**src/rtl/smbus_reg_pkg.sv**
```systemverilog
package smbus_reg_pkg;

  // Strobes from the link control to the register datapath.
  typedef struct packed {
    logic shiftIn;     // capture one received bit
    logic rxBit;       // the bit value being captured
    logic clearPtr;    // restart the register pointer (write transfer)
    logic commitData;  // store the received byte at the pointer, advance
    logic loadCount;   // load the block-read byte count, restart pointer
    logic loadReg;     // load the byte at the pointer for sending, advance
    logic shiftOut;    // present the next transmit bit
  } xferStrobes_t;

  // Bits the host may write, per register index.
  function automatic logic [7:0] wrMask(input int idx);
    case (idx)
      0: wrMask = 8'h07;
      1: wrMask = 8'h0F;
      2: wrMask = 8'h7F;
      3: wrMask = 8'hFF;
      4: wrMask = 8'h3F;
      5: wrMask = 8'h0F;
      default: wrMask = 8'h00;
    endcase
  endfunction

  // Reset value of the writable bits.
  function automatic logic [7:0] resetVal(input int idx);
    case (idx)
      0: resetVal = 8'h04;
      1: resetVal = 8'h0F;
      2: resetVal = 8'h7F;
      3: resetVal = 8'hC7;
      4: resetVal = 8'h3F;
      default: resetVal = 8'h00;
    endcase
  endfunction

  // Bits fed from status inputs, per register index (last index is the ID byte).
  function automatic logic [7:0] roMask(input int idx, input int lastIdx);
    if (idx == lastIdx) roMask = 8'hFF;
    else if (idx == 0) roMask = 8'h18;
    else if (idx == 1) roMask = 8'h80;
    else roMask = 8'h00;
  endfunction

endpackage

```
**src/rtl/smbus_link_ctrl.sv**
```systemverilog
module smbus_link_ctrl
  import smbus_reg_pkg::*;
#(
  parameter logic [6:0] DEV_ADDR = 7'h69,
  parameter int SYNC_STAGES = 2
) (
  input  logic         clk,
  input  logic         rstN,
  input  logic         sclIn,
  input  logic         sdaIn,
  input  logic [7:0]   rxByte,
  output xferStrobes_t strb,
  output logic         ackLow,
  output logic         driveData,
  output logic         busIdle
);

  typedef enum logic [2:0] {
    ST_IDLE, ST_ADDR, ST_ADDR_ACK, ST_RX, ST_RX_ACK, ST_TX, ST_TX_ACK, ST_HOLD
  } linkState_t;

  logic [SYNC_STAGES-1:0] sclPipe, sdaPipe;
  logic sclS, sdaS, sclD, sdaD;
  logic sclRise, sclFall, startCond, stopCond;

  linkState_t state, stateNxt;
  logic [3:0] bitCnt, bitCntNxt;
  logic [1:0] wrPhase, wrPhaseNxt;
  logic readMode, readModeNxt;
  logic masterAck, masterAckNxt;
  logic ackLowNxt, driveDataNxt;

  always_ff @(posedge clk or negedge rstN) begin
    if (!rstN) begin
      sclPipe <= '1;
      sdaPipe <= '1;
      sclD <= 1'b1;
      sdaD <= 1'b1;
    end else begin
      sclPipe <= {sclPipe[SYNC_STAGES-2:0], sclIn};
      sdaPipe <= {sdaPipe[SYNC_STAGES-2:0], sdaIn};
      sclD <= sclS;
      sdaD <= sdaS;
    end
  end

  assign sclS = sclPipe[SYNC_STAGES-1];
  assign sdaS = sdaPipe[SYNC_STAGES-1];
  assign sclRise = sclS & ~sclD;
  assign sclFall = ~sclS & sclD;
  assign startCond = sclS & sclD & sdaD & ~sdaS;
  assign stopCond = sclS & sclD & ~sdaD & sdaS;

  always_comb begin
    stateNxt = state;
    bitCntNxt = bitCnt;
    wrPhaseNxt = wrPhase;
    readModeNxt = readMode;
    masterAckNxt = masterAck;
    ackLowNxt = ackLow;
    driveDataNxt = driveData;
    strb = '0;
    strb.rxBit = sdaS;
    if (stopCond) begin
      stateNxt = ST_IDLE;
      ackLowNxt = 1'b0;
      driveDataNxt = 1'b0;
    end else if (startCond) begin
      stateNxt = ST_ADDR;
      bitCntNxt = '0;
      ackLowNxt = 1'b0;
      driveDataNxt = 1'b0;
    end else begin
      case (state)
        ST_ADDR: begin
          if (sclRise && bitCnt < 4'd8) begin
            strb.shiftIn = 1'b1;
            bitCntNxt = bitCnt + 4'd1;
          end else if (sclFall && bitCnt == 4'd8) begin
            if (rxByte[7:1] == DEV_ADDR) begin
              ackLowNxt = 1'b1;
              readModeNxt = rxByte[0];
              stateNxt = ST_ADDR_ACK;
            end else begin
              stateNxt = ST_HOLD;
            end
          end
        end
        ST_ADDR_ACK: begin
          if (sclFall) begin
            ackLowNxt = 1'b0;
            if (readMode) begin
              strb.loadCount = 1'b1;
              driveDataNxt = 1'b1;
              bitCntNxt = 4'd1;
              stateNxt = ST_TX;
            end else begin
              strb.clearPtr = 1'b1;
              wrPhaseNxt = '0;
              bitCntNxt = '0;
              stateNxt = ST_RX;
            end
          end
        end
        ST_RX: begin
          if (sclRise && bitCnt < 4'd8) begin
            strb.shiftIn = 1'b1;
            bitCntNxt = bitCnt + 4'd1;
          end else if (sclFall && bitCnt == 4'd8) begin
            ackLowNxt = 1'b1;
            stateNxt = ST_RX_ACK;
            if (wrPhase == 2'd2) strb.commitData = 1'b1;
            else wrPhaseNxt = wrPhase + 2'd1;
          end
        end
        ST_RX_ACK: begin
          if (sclFall) begin
            ackLowNxt = 1'b0;
            bitCntNxt = '0;
            stateNxt = ST_RX;
          end
        end
        ST_TX: begin
          if (sclFall) begin
            if (bitCnt == 4'd8) begin
              driveDataNxt = 1'b0;
              stateNxt = ST_TX_ACK;
            end else begin
              strb.shiftOut = 1'b1;
              bitCntNxt = bitCnt + 4'd1;
            end
          end
        end
        ST_TX_ACK: begin
          if (sclRise) begin
            masterAckNxt = ~sdaS;
          end else if (sclFall) begin
            if (masterAck) begin
              strb.loadReg = 1'b1;
              driveDataNxt = 1'b1;
              bitCntNxt = 4'd1;
              stateNxt = ST_TX;
            end else begin
              stateNxt = ST_HOLD;
            end
          end
        end
        default: ;
      endcase
    end
  end

  always_ff @(posedge clk or negedge rstN) begin
    if (!rstN) begin
      state <= ST_IDLE;
      bitCnt <= '0;
      wrPhase <= '0;
      readMode <= 1'b0;
      masterAck <= 1'b0;
      ackLow <= 1'b0;
      driveData <= 1'b0;
    end else begin
      state <= stateNxt;
      bitCnt <= bitCntNxt;
      wrPhase <= wrPhaseNxt;
      readMode <= readModeNxt;
      masterAck <= masterAckNxt;
      ackLow <= ackLowNxt;
      driveData <= driveDataNxt;
    end
  end

  assign busIdle = (state == ST_IDLE) || (state == ST_HOLD);

endmodule

```
**src/rtl/smbus_reg_datapath.sv**
```systemverilog
module smbus_reg_datapath
  import smbus_reg_pkg::*;
#(
  parameter int NUM_REGS = 7,
  parameter int NUM_WR = 6,
  parameter logic [7:0] COUNT_VALUE = 8'd7
) (
  input  logic                  clk,
  input  logic                  rstN,
  input  xferStrobes_t          strb,
  input  logic [1:0]            selStatus,
  input  logic                  swingStatus,
  input  logic [7:0]            deviceId,
  output logic [7:0]            rxByte,
  output logic                  txMsb,
  output logic [8*NUM_REGS-1:0] regView
);

  localparam int PTR_W = $clog2(NUM_REGS + 1);
  localparam logic [PTR_W-1:0] PTR_END = PTR_W'(NUM_REGS);

  logic [PTR_W-1:0] ptr;
  logic [7:0] rxShift, txShift, readSel;
  logic [7:0] stored [NUM_WR];
  logic [7:0] roVec [NUM_REGS];
  logic [7:0] viewArr [NUM_REGS];

  always_ff @(posedge clk or negedge rstN) begin
    if (!rstN) begin
      rxShift <= '0;
    end else if (strb.shiftIn) begin
      rxShift <= {rxShift[6:0], strb.rxBit};
    end
  end
  assign rxByte = rxShift;

  always_ff @(posedge clk or negedge rstN) begin
    if (!rstN) begin
      ptr <= '0;
    end else if (strb.clearPtr || strb.loadCount) begin
      ptr <= '0;
    end else if ((strb.commitData || strb.loadReg) && ptr != PTR_END) begin
      ptr <= ptr + 1'b1;
    end
  end

  always_comb begin
    for (int i = 0; i < NUM_REGS; i++) roVec[i] = '0;
    roVec[0][4:3] = selStatus;
    roVec[1][7] = swingStatus;
    roVec[NUM_REGS-1] = deviceId;
  end

  for (genvar g = 0; g < NUM_REGS; g++) begin : g_reg
    if (g < NUM_WR) begin : g_rw
      always_ff @(posedge clk or negedge rstN) begin
        if (!rstN) begin
          stored[g] <= resetVal(g) & wrMask(g);
        end else if (strb.commitData && ptr == PTR_W'(g)) begin
          stored[g] <= rxShift & wrMask(g);
        end
      end
      assign viewArr[g] = stored[g] | roVec[g];
    end else begin : g_ro
      assign viewArr[g] = roVec[g];
    end
    assign regView[8*g +: 8] = viewArr[g];
  end

  assign readSel = (ptr < PTR_END) ? viewArr[ptr] : 8'hFF;

  always_ff @(posedge clk or negedge rstN) begin
    if (!rstN) begin
      txShift <= 8'hFF;
    end else if (strb.loadCount) begin
      txShift <= COUNT_VALUE;
    end else if (strb.loadReg) begin
      txShift <= readSel;
    end else if (strb.shiftOut) begin
      txShift <= {txShift[6:0], 1'b1};
    end
  end
  assign txMsb = txShift[7];

endmodule

```
**src/rtl/smbus_reg_slave.sv**
```systemverilog
module smbus_reg_slave
  import smbus_reg_pkg::*;
#(
  parameter logic [6:0] DEV_ADDR = 7'h69,
  parameter int NUM_REGS = 7,
  parameter int NUM_WR = 6,
  parameter int SYNC_STAGES = 2
) (
  input  logic                  clk,
  input  logic                  rstN,
  input  logic                  sclIn,
  input  logic                  sdaIn,
  output logic                  sdaDriveLow,
  input  logic [1:0]            selStatus,
  input  logic                  swingStatus,
  input  logic [7:0]            deviceId,
  output logic [8*NUM_REGS-1:0] ctrlBytes
);

  localparam logic [7:0] COUNT_VALUE = 8'(NUM_REGS);

  xferStrobes_t strb;
  logic [7:0] rxByte;
  logic txMsb, ackLow, driveData, busIdle;

  smbus_link_ctrl #(
    .DEV_ADDR(DEV_ADDR),
    .SYNC_STAGES(SYNC_STAGES)
  ) ctrl_i (
    .clk(clk), .rstN(rstN), .sclIn(sclIn), .sdaIn(sdaIn), .rxByte(rxByte),
    .strb(strb), .ackLow(ackLow), .driveData(driveData), .busIdle(busIdle)
  );

  smbus_reg_datapath #(
    .NUM_REGS(NUM_REGS),
    .NUM_WR(NUM_WR),
    .COUNT_VALUE(COUNT_VALUE)
  ) dp_i (
    .clk(clk), .rstN(rstN), .strb(strb), .selStatus(selStatus),
    .swingStatus(swingStatus), .deviceId(deviceId), .rxByte(rxByte),
    .txMsb(txMsb), .regView(ctrlBytes)
  );

  assign sdaDriveLow = ackLow | (driveData & ~txMsb);

endmodule

```
**config.mk**
```make
export PLATFORM = sky130hd
export DESIGN_NAME = smbus_reg_slave
export DESIGN_NICKNAME = d
export VERILOG_FILES = /design/src/rtl/smbus_reg_pkg.sv /design/src/rtl/smbus_link_ctrl.sv /design/src/rtl/smbus_reg_datapath.sv /design/src/rtl/smbus_reg_slave.sv
export SDC_FILE = /design/constraint.sdc
export NUM_CORES = 1
export LEC_CHECK = 0
export ABC_AREA = 1
export BUFFER_PORTS_ARGS = -buffer_cell sky130_fd_sc_hd__buf_2
export CAP_MARGIN = 5
export CORE_MARGIN = 3
export CORE_UTILIZATION = 51
export CTS_CLUSTER_SIZE = 16
export DETAILED_ROUTE_END_ITERATION = 10
export PLACE_DENSITY = 0.81
export SYNTH_ARGS = -nofsm -noshare
export SYNTH_HDL_FRONTEND = slang
export SYNTH_HIERARCHICAL = 1
export SYNTH_SLANG_ARGS = --single-unit
```
**constraint.sdc**
```tcl
create_clock -name clk -period 2 [get_ports clk]
set_clock_uncertainty 0.15 [all_clocks]
set_input_delay 0.1 -clock clk [delete_from_list [all_inputs] [get_ports clk]]
set_output_delay 0.1 -clock clk [all_outputs]
set_load 0.01 [all_outputs]
```
==> impl_metrics.py, run 1 <==
metrics = {
    "timing": {
        "fmax_mhz": 502.7,
        "post-route-period-util": 0.9945,
        "fin_crit_ns": 1.989,
        "layout_setup_ws_ns": 0.01092,
        "hold_viol": 0,
        "setup_viol": 0,
        "report.final.slew_viol_count": 0,
        "rsz0062_at_grt": "true",
    },
    "routing": {
        "wire_per_inst_um": 15.50,
        "drc_errors": 0,
        "wirelength_um": 12040,
        "viasPerCell": 5.477,
        "drt-initial-drc-count": 330,
        "antenna_left": 0,
        "firstDrtPassIters": 6,
        "num_vias": 4256,
    },
    "placement": {
        "pre_cts_slack_ns": -0.04894,
        "hpwlAfterDp_um": 8175,
        "place_congestion": 0.9150,
        "numPortBuffers": 58,
    },
    "hold_path": {
        "hp-class": "primary input to register",
    },
    "setup_path": {
        "crit_type": "register to register",
        "worstSetupEndpointType": "register",
        "cp_data_arrival_time_ns": 2.12,
        "crit_fanout": 6,
        "cp.required_ns": 2.13,
        "start_kind": "register",
    },
    "pwr": {
        "p_leak_nw": 2.576,
        "vdd_drop_max_mv": 0.6156,
        "totalPowerFinal_mw": 5.523,
        "cellPowerDensity_nw_per_um2": 1069,
    },
    "die": {
        "ioPinCount": 72,
        "initial_core_util": 0.5365,
        "core_area_um2": 7928,
        "die_y_um": 97.32,
        "placementRows": 32,
        "die_w_um": 97.32,
        "fp.dieArea_um2": 9470,
    },
    "layout": {
        "area.growth.synth_to_final_pct": 21.45,
        "fillers": 684,
        "diodes": 0,
        "finalNetCount": 694,
        "finish.utilization": 0.6515,
        "drive_gt1_frac": 0.3141,
    },
    "yosys": {
        "netlist_instances": 579,
        "netlist_area_um2": 4253,
        "yosysWarningCount": 6,
        "avgSynthCellArea_um2": 7.345,
    },
    "global_routing": {
        "grt_pass1_wl_um": 17850,
        "grt_max_degree": 71,
        "antenna_found_initial": 0,
        "grt_use_total": 0.2314,
        "grt_overflow_total": 0,
        "grt_pass1_vias": 3677,
    },
    "clock_tree": {
        "clockBufferDepth": 2,
        "cts_tree": "yes",
        "cts_sinks": 70,
        "cts-root-buf": "clkbuf_8",
        "cts_buffers": 9,
        "htreeDepth": 3,
        "clkTransAtPathRegs_ns": 0.08,
        "clk_latency_ns": 0.35,
    },
    "flow_run": {
        "cap_violations": 0,
    },
    "run_status": {
        "outcome": "finished clean",
    },
}
-- critical path, stage by stage (launching register included) --
cell and delay (ns):
dfrtp_1 0.39, inv_1 0.06, ha_2 0.16, nand2_2 0.06
nor2_4 0.20, nand2_4 0.09, nor3b_4 0.19, buf_4 0.18
buf_6 0.13, nand3_2 0.13, o21ai_1 0.18
-- path summary, 6_finish.rpt --
path                                         from                end  slack (ns)  depth (start not counted)
worst max register to register   ctrl_i/bitCnt[1]   dp_i/regView[33]        0.01                         10
min in group asynchronous                    rstN   dp_i/regView[27]        0.15                          3
worst min-delay path                  deviceId[6]    dp_i/txShift[6]       0.002                          5
worst min register to register  ctrl_i/sclPipe[0]  ctrl_i/sclPipe[1]        0.20                          0
worst max-delay path             ctrl_i/bitCnt[1]   dp_i/regView[33]        0.01                         10
max in group asynchronous                    rstN    dp_i/txShift[3]        1.21                          3
-- through the flow --
| step | hold WS [ns] | setup TNS [ns] | cells | cell area [um^2] |
|---|---|---|---|---|
| finish | 0.001591 | 0 | 777 | 5165 |
| global route | 0.008336 | -1.993 | 777 | 5165 |
| CTS | 0.003189 | 0 | 760 | 4893 |
| detailed placement | 0.005448 | -0.2384 | 738 | 4634 |
| global placement | -0.002334 | 0 | 738 | 4634 |
| floorplan | -0.3456 | 0 | 591 | 4309 |
-- placed cells by master (no fill, tap or decap), drive strengths merged --
cell and count:
nand2 194, buf 101, nor2 75, o21ai 63, nand3 49, inv 47, dfstp 37, dfrtp 33
a21oi 14, conb 13, clkbuf 12, ha 9, dlygate4sd3 4, or2 4, clkinvlp 3, nor3 3
o21bai 3, o211ai 2, nand3b 2, bufinv 1, clkinv 1, nor3b 1, xnor2 1, nand4 1
xor2 1, a31oi 1
-- final cells by class --
cell class	instances	area, um^2	area share
multi-input combinational	436	2167	0.4196
sequential	70	1800	0.3486
timing repair buffer	106	696.9	0.1349
inverter	47	182.7	0.03537
clock buffer	11	131.4	0.02544
tap	102	127.6	0.02471
clock inverter	5	58.81	0.01139
-- registers in the layout, indices dropped and copies added (netlist names) --
name / cells
ctrl_i/sdaPipe: 2
ctrl_i/masterAck: 1
ctrl_i/driveData: 1
dp_i/stored: 7
ctrl_i/state: 3
ctrl_i/sclPipe: 2
ctrl_i/ackLow: 1
dp_i/rxByte: 8
dp_i/regView: 25
dp_i/ptr: 3
ctrl_i/sdaD: 1
ctrl_i/wrPhase: 2
ctrl_i/sclD: 1
ctrl_i/bitCnt: 4
ctrl_i/readMode: 1
dp_i/txShift: 8
-- where the power goes --
group,total [mW],switching (mW),internal (mW)
clock network,1.13,0.554,0.579
logic,2.48,1.61,0.867
registers,1.91,0.199,1.72
total,5.52,2.36,3.16
-- repair_timing --
item,4_1_cts,5_1_grt
resized for setup,6,67
cloned,0,3
hold buffers,4,0
setup endpoints to repair,16,51
endpoints found under the hold margin,73,0
setup buffers,2,14
pin swaps,1,11
-- routing by layer --
metal / global-route usage / part of all wire / vias up / wire length [um]
li1: - / - / 1994 / -
met1: 0.3293 / 0.42 / 2011 / 5086
met2: 0.3668 / 0.48 / 216 / 5731
met3: 0.03661 / 0.078 / 35 / 934
met4: 0.06709 / 0.024 / 0 / 289
met5: 0 / 0 / - / 0
Note: power is estimated with default switching activity, not from simulation.
==> run 2, diff against run 1 <==
PLACE_DENSITY = 0.76   (was 0.81)
clock period = 1.7 ns   (was 2 ns; I/O delays follow)
==> run 2 against run 1 <==
Compared with the run above:
- the run now ends with negative setup slack left
- count of clock-buffer cells in the layout is 2 lower
- die area unchanged
- non-clock buffer count grew 32
- fmax increased by 4.3%
- first-iteration DRC count is 5.2% higher
- critical path depth up 1
- wire length increased by 8.5%
- via count grew 1.7%
- worst setup slack worse by 0.22 ns
- sequential power up 18%
- largest cell class unchanged
- largest power group unchanged
- highest routed layer is now met5
==> impl_metrics.py, run 2 (same netlist as run 1, synthesis figures left out) <==
metrics = {
    "run_status": {
        "outcome": "finished, violations left",
        "violations": "negative setup slack",
    },
    "placement": {
        "numPortBuffers": 58,
        "hpwlAfterDp_um": 8564,
        "place_area_um2": 4935,
        "place_congestion": 0.9553,
    },
    "die": {
        "fp.dieArea_um2": 9470,
        "ioPinCount": 72,
        "initial_core_util": 0.5365,
        "die_y_um": 97.32,
        "die_w_um": 97.32,
        "core_area_um2": 7928,
        "placementRows": 32,
    },
    "routing": {
        "viasPerCell": 5.352,
        "antenna_left": 0,
        "drt-initial-drc-count": 347,
        "dr.max_layer_used": "met5",
        "num_vias": 4330,
        "drc_errors": 0,
        "wirelength_um": 13060,
        "dr_wl_met3_um": 1041,
        "met2_length_um": 6340,
        "firstDrtPassIters": 5,
        "wl_met1_um": 5222,
        "wire_per_inst_um": 16.14,
    },
    "global_routing": {
        "grt_pass1_vias": 4267,
        "antenna_found_initial": 1,
        "grt_pass1_wl_um": 20130,
        "grt_use_total": 0.2623,
        "grt_overflow_total": 0,
        "grt_max_degree": 71,
    },
    "layout": {
        "largest_register_ffs": 25,
        "finalNetCount": 726,
        "diodes": 0,
        "final_area_um2": 5821,
        "area.growth.synth_to_final_pct": 36.86,
        "final_common_cell": "nand2_1",
        "final_cell_mix": "nand2_1 (152), buf_2 (58), buf_4 (56)",
        "drive_gt1_frac": 0.4512,
    },
    "clock_tree": {
        "htreeDepth": 3,
        "clk_latency_ns": 0.36,
        "clockBufferDepth": 2,
        "cts_sinks": 70,
        "cts_buffers": 9,
        "cts_tree": "yes",
        "clkTransAtPathRegs_ns": 0.08,
        "cts-root-buf": "clkbuf_8",
    },
    "pwr": {
        "totalPowerFinal_mw": 7.266,
        "vdd_drop_max_mv": 0.8112,
        "p_leak_nw": 2.835,
        "cellPowerDensity_nw_per_um2": 1248,
    },
    "setup_path": {
        "cp.required_ns": 1.83,
        "slowest_delay_ns": 0.39,
        "crit_type": "register to register",
        "crit_chain": "inv_1 > ha_1 > nand2_2 > nor2_4 > nand2_4 > nor3b_4 > buf_6 > o21bai_1 > inv_1 > o21ai_1 > a21oi_1",
        "cp_data_arrival_time_ns": 2.04,
        "crit_fanout": 4,
        "crit_path_frequent_cell": "inv_1",
        "path_buf_inv": 3,
        "cpLargestDelayFamily": "simple AND/OR/NAND/NOR gates",
        "cp_slowest_cell": "dfrtp_1",
        "worstSetupEndpointType": "register",
        "start_kind": "register",
    },
    "timing": {
        "setup_viol": 53,
        "layout_setup_ws_ns": -0.2068,
        "fin_crit_ns": 1.907,
        "hold_viol": 0,
        "rsz0062_at_grt": "true",
        "fmax_mhz": 524.4,
        "post-route-period-util": 1.122,
        "report.final.slew_viol_count": 0,
    },
    "flow_run": {
        "cap_violations": 0,
    },
    "hold_path": {
        "hp-class": "primary input to register",
    },
}
[run 2: per-layer routing]
| metal | GRT usage | vias up |
|---|---|---|
| met1 | 0.3312 | 2030 |
| li1 | - | 2061 |
| met2 | 0.4252 | 193 |
| met3 | 0.07179 | 44 |
| met5 | 0 | - |
| met4 | 0.1097 | 2 |
[run 2: worst min-delay path, cell delays in order]
cell,delay (ns)
buf_2,0.11
nand3_1,0.07
a21oi_1,0.07
o21ai_1,0.14
nand2_1,0.06
[run 2: path summary, 6_finish.rpt]
| kind | from | to | slack, ns | depth (start not counted) |
|---|---|---|---|---|
| worst min register to register | ctrl_i/sclPipe[0] | ctrl_i/sclPipe[1] | 0.21 | 0 |
| max in group asynchronous | rstN | ctrl_i/sdaPipe[1] | 0.93 | 3 |
| min in group asynchronous | rstN | dp_i/stored[41] | 0.11 | 3 |
| worst min-delay path | swingStatus | dp_i/txShift[7] | 0.02 | 5 |
| worst max-delay path | ctrl_i/bitCnt[1] | dp_i/ptr[2] | -0.21 | 11 |
| worst max register to register | ctrl_i/bitCnt[1] | dp_i/ptr[2] | -0.21 | 11 |
[run 2: final cells by class]
| class | instances | area [um^2] |
|---|---|---|
| clock buffers | 9 | 123.9 |
| clock inverters | 7 | 80.08 |
| fillers | 606 | 2107 |
| inverters | 47 | 186.4 |
| multi-input cells | 436 | 2522 |
| flip-flops and latches | 70 | 1799 |
| well taps | 102 | 127.6 |
| repair buffers | 138 | 980.9 |
[run 2: power breakdown]
part / internal (mW) / leakage [nW] / switching [mW]
combinational: 1.36 / 1.91 / 2.19
sequential: 2.02 / 0.826 / 0.232
clock: 0.701 / 0.103 / 0.762
[run 2: timing repair]
action                                  in CTS  in global routing
hold buffers                                 7                  0
pin swaps                                   13                 24
cloned                                       3                  1
buffers inserted                             4                  6
endpoints found under the setup margin      60                 63
resized for setup                           82                 88
endpoints found under the hold margin       76                  0
[run 2: per-stage QoR]
stage | setup TNS [ns] | utilization | instances | hold slack [ns] | setup WS (ns)
2_1_floorplan | -5.865 | - | 591 | -0.3606 | -0.2004
3_3_place_gp | -5.776 | 0.6225 | 773 | -0.01388 | -0.2023
3_5_place_dp | -8.376 | 0.6225 | 773 | -0.007734 | -0.2402
4_1_cts | -4.829 | 0.6952 | 803 | 0.01463 | -0.1781
5_1_grt | -12.13 | 0.7342 | 809 | 0.01847 | -0.3094
6_report | -6.571 | 0.7342 | 809 | 0.02475 | -0.2068
==> run 3, diff against run 2 <==
MAX_ROUTING_LAYER = met4   (was unset)
==> run 3 against run 2 <==
Compared with the run above:
- the flow still finishes with violations (negative setup slack)
- design area grew 0.92%
- sequential power is essentially flat
- clock power shrank 12%
- utilization grew 0.68 points
- non-clock buffer count grew 6
- register-to-register slack gained 0.03 ns
==> impl_metrics.py, run 3 (same netlist as run 1, synthesis figures left out) <==
metrics = {
    "timing": {
        "report.final.slew_viol_count": 0,
        "fin_setup_tns_ns": -5.191,
        "holdWs_ns": 0.009883,
        "post-route-period-util": 1.102,
        "fin_crit_ns": 1.873,
        "fmax_mhz": 533.8,
        "layout_setup_ws_ns": -0.1732,
        "setup_viol": 53,
        "hold_viol": 0,
        "rsz0062_at_grt": "true",
    },
    "pwr": {
        "comb_power_share": 0.525,
        "p_leak_nw": 2.870,
        "cellPowerDensity_nw_per_um2": 1270,
        "power.internal_mw": 4.140,
        "switching_power_mw": 3.320,
        "p_clk_frac": 0.172,
        "p_sw_frac": 0.4450,
        "p_seq_frac": 0.304,
        "vdd_drop_max_mv": 0.6761,
        "totalPowerFinal_mw": 7.459,
    },
    "setup_path": {
        "r2r-end": "ctrl_i/state[1]",
        "crit_path_frequent_cell": "nand2_1",
        "crit_type": "register to register",
        "slowest_delay_ns": 0.59,
        "crit_chain": "inv_2 > nor2_2 > nand2_4 > buf_4 > buf_4 > nand2_1 > nand3_1 > nor2_4 > nand2_1 > nand2_1",
        "cp-startpoint": "ctrl_i/sdaPipe[1]",
        "reg2reg_slack_ns": -0.17,
        "crit_fanout": 3,
        "cp_slowest_cell": "dfstp_2",
        "cp_data_arrival_time_ns": 2.01,
        "crit_end": "ctrl_i/state[1]",
        "worstSetupEndpointType": "register",
        "start_kind": "register",
        "r2r-start": "ctrl_i/sdaPipe[1]",
        "cp.required_ns": 1.84,
        "reg2reg_depth": 10,
    },
    "clock_tree": {
        "clockBufferDepth": 2,
        "cts_buffers": 9,
        "clkTransAtPathRegs_ns": 0.08,
        "cts_tree": "yes",
        "cts-root-buf": "clkbuf_8",
        "htreeDepth": 3,
        "cts_sinks": 70,
        "clk_latency_ns": 0.36,
    },
    "hold_path": {
        "hp-start": "swingStatus",
        "hold_depth": 5,
        "hp-class": "primary input to register",
    },
    "layout": {
        "area.growth.synth_to_final_pct": 38.13,
        "largest_register_ffs": 25,
        "final_cells": 815,
        "drive_gt1_frac": 0.4544,
        "final_common_cell": "nand2_1",
        "finish.utilization": 0.7410,
        "diodes": 0,
        "finalNetCount": 732,
        "final_cell_mix": "nand2_1 (153), buf_4 (62), buf_2 (58)",
    },
    "global_routing": {
        "antenna_found_initial": 0,
        "grt_use_total": 0.2701,
        "grt_overflow_total": 0,
        "grt_max_degree": 71,
        "grt_pass1_wl_um": 20090,
        "grt_pass1_vias": 4104,
    },
    "routing": {
        "wire_per_inst_um": 15.86,
        "viasPerCell": 5.351,
        "wirelength_um": 12930,
        "antenna_left": 0,
        "firstDrtPassIters": 5,
        "drt-initial-drc-count": 272,
        "drc_errors": 0,
        "num_vias": 4361,
    },
    "die": {
        "die_w_um": 97.32,
        "placementRows": 32,
        "die_y_um": 97.32,
        "ioPinCount": 72,
        "initial_core_util": 0.5365,
        "core_area_um2": 7928,
        "fp.dieArea_um2": 9470,
    },
    "placement": {
        "place_congestion": 0.9689,
        "hpwlAfterDp_um": 8837,
        "numPortBuffers": 58,
        "dp.cells": 779,
    },
    "flow_run": {
        "cap_violations": 0,
    },
    "run_status": {
        "outcome": "finished, violations left",
        "violations": "negative setup slack",
    },
}
## run 3: cell types whose count changed in the layout (fill, tap and decap cells not counted), sizes merged
cell,change
buf,+5
dlygate4sd3,+1
clkinv,+1
bufinv,-1
## run 3: power by group through the flow
stage	logic [mW]	clock network, mW	registers, mW
floorplan	2.04	0	2.19
global route	4.30	1.37	2.30
detailed placement	3.09	0	2.26
global placement	3.06	0	2.25
CTS	3.31	1.30	2.24
finish	3.91	1.28	2.26
## run 3: cell type report
class / count / area [um^2]
Multi-Input combinational cell: 436 / 2551
Fill cell: 612 / 2053
Sequential cell: 70 / 1800
Timing Repair Buffer: 144 / 1025
Inverter: 47 / 191.4
Tap cell: 102 / 127.6
Clock buffer: 9 / 123.9
Clock inverter: 7 / 55.05
## run 3: what timing repair did
item | 4_1_cts | 5_1_grt
hold buffers | 8 | 0
setup endpoints to repair | 61 | 63
gates cloned | 3 | 0
buffers inserted | 4 | 5
gates resized for setup | 64 | 104
hold endpoints to repair | 77 | 0
pin swaps | 10 | 27
## run 3: worst min path at each step
stage / end
after floorplan: ctrl_i/ackLow
after global placement: dp_i/stored[41]
after detailed placement: dp_i/stored[40]
after CTS: dp_i/txShift[7]
after global routing: dp_i/txShift[4]
final: dp_i/txShift[7]
## run 3: worst max-delay path, delay by kind of cell (launching register included)
| kind | cells | cell delay (ns) |
|---|---|---|
| simple gates | 7 | 0.73 |
| flops | 1 | 0.59 |
| buf+inv | 3 | 0.35 |
## run 3: metrics by stage
step | setup WS, ns | cell area (um^2)
4_1_cts | -0.1345 | 5512
3_3_place_gp | -0.2369 | 4980
3_5_place_dp | -0.3007 | 4980
6_report | -0.1732 | 5874
5_1_grt | -0.3140 | 5874
2_1_floorplan | -0.2004 | 4368
## run 3: layer usage
metal,GRT usage,part of all wire
met2,0.4352,0.49
met3,0.05743,0.077
met5,-,0
met1,0.3495,0.41
met4,0.07135,0.020
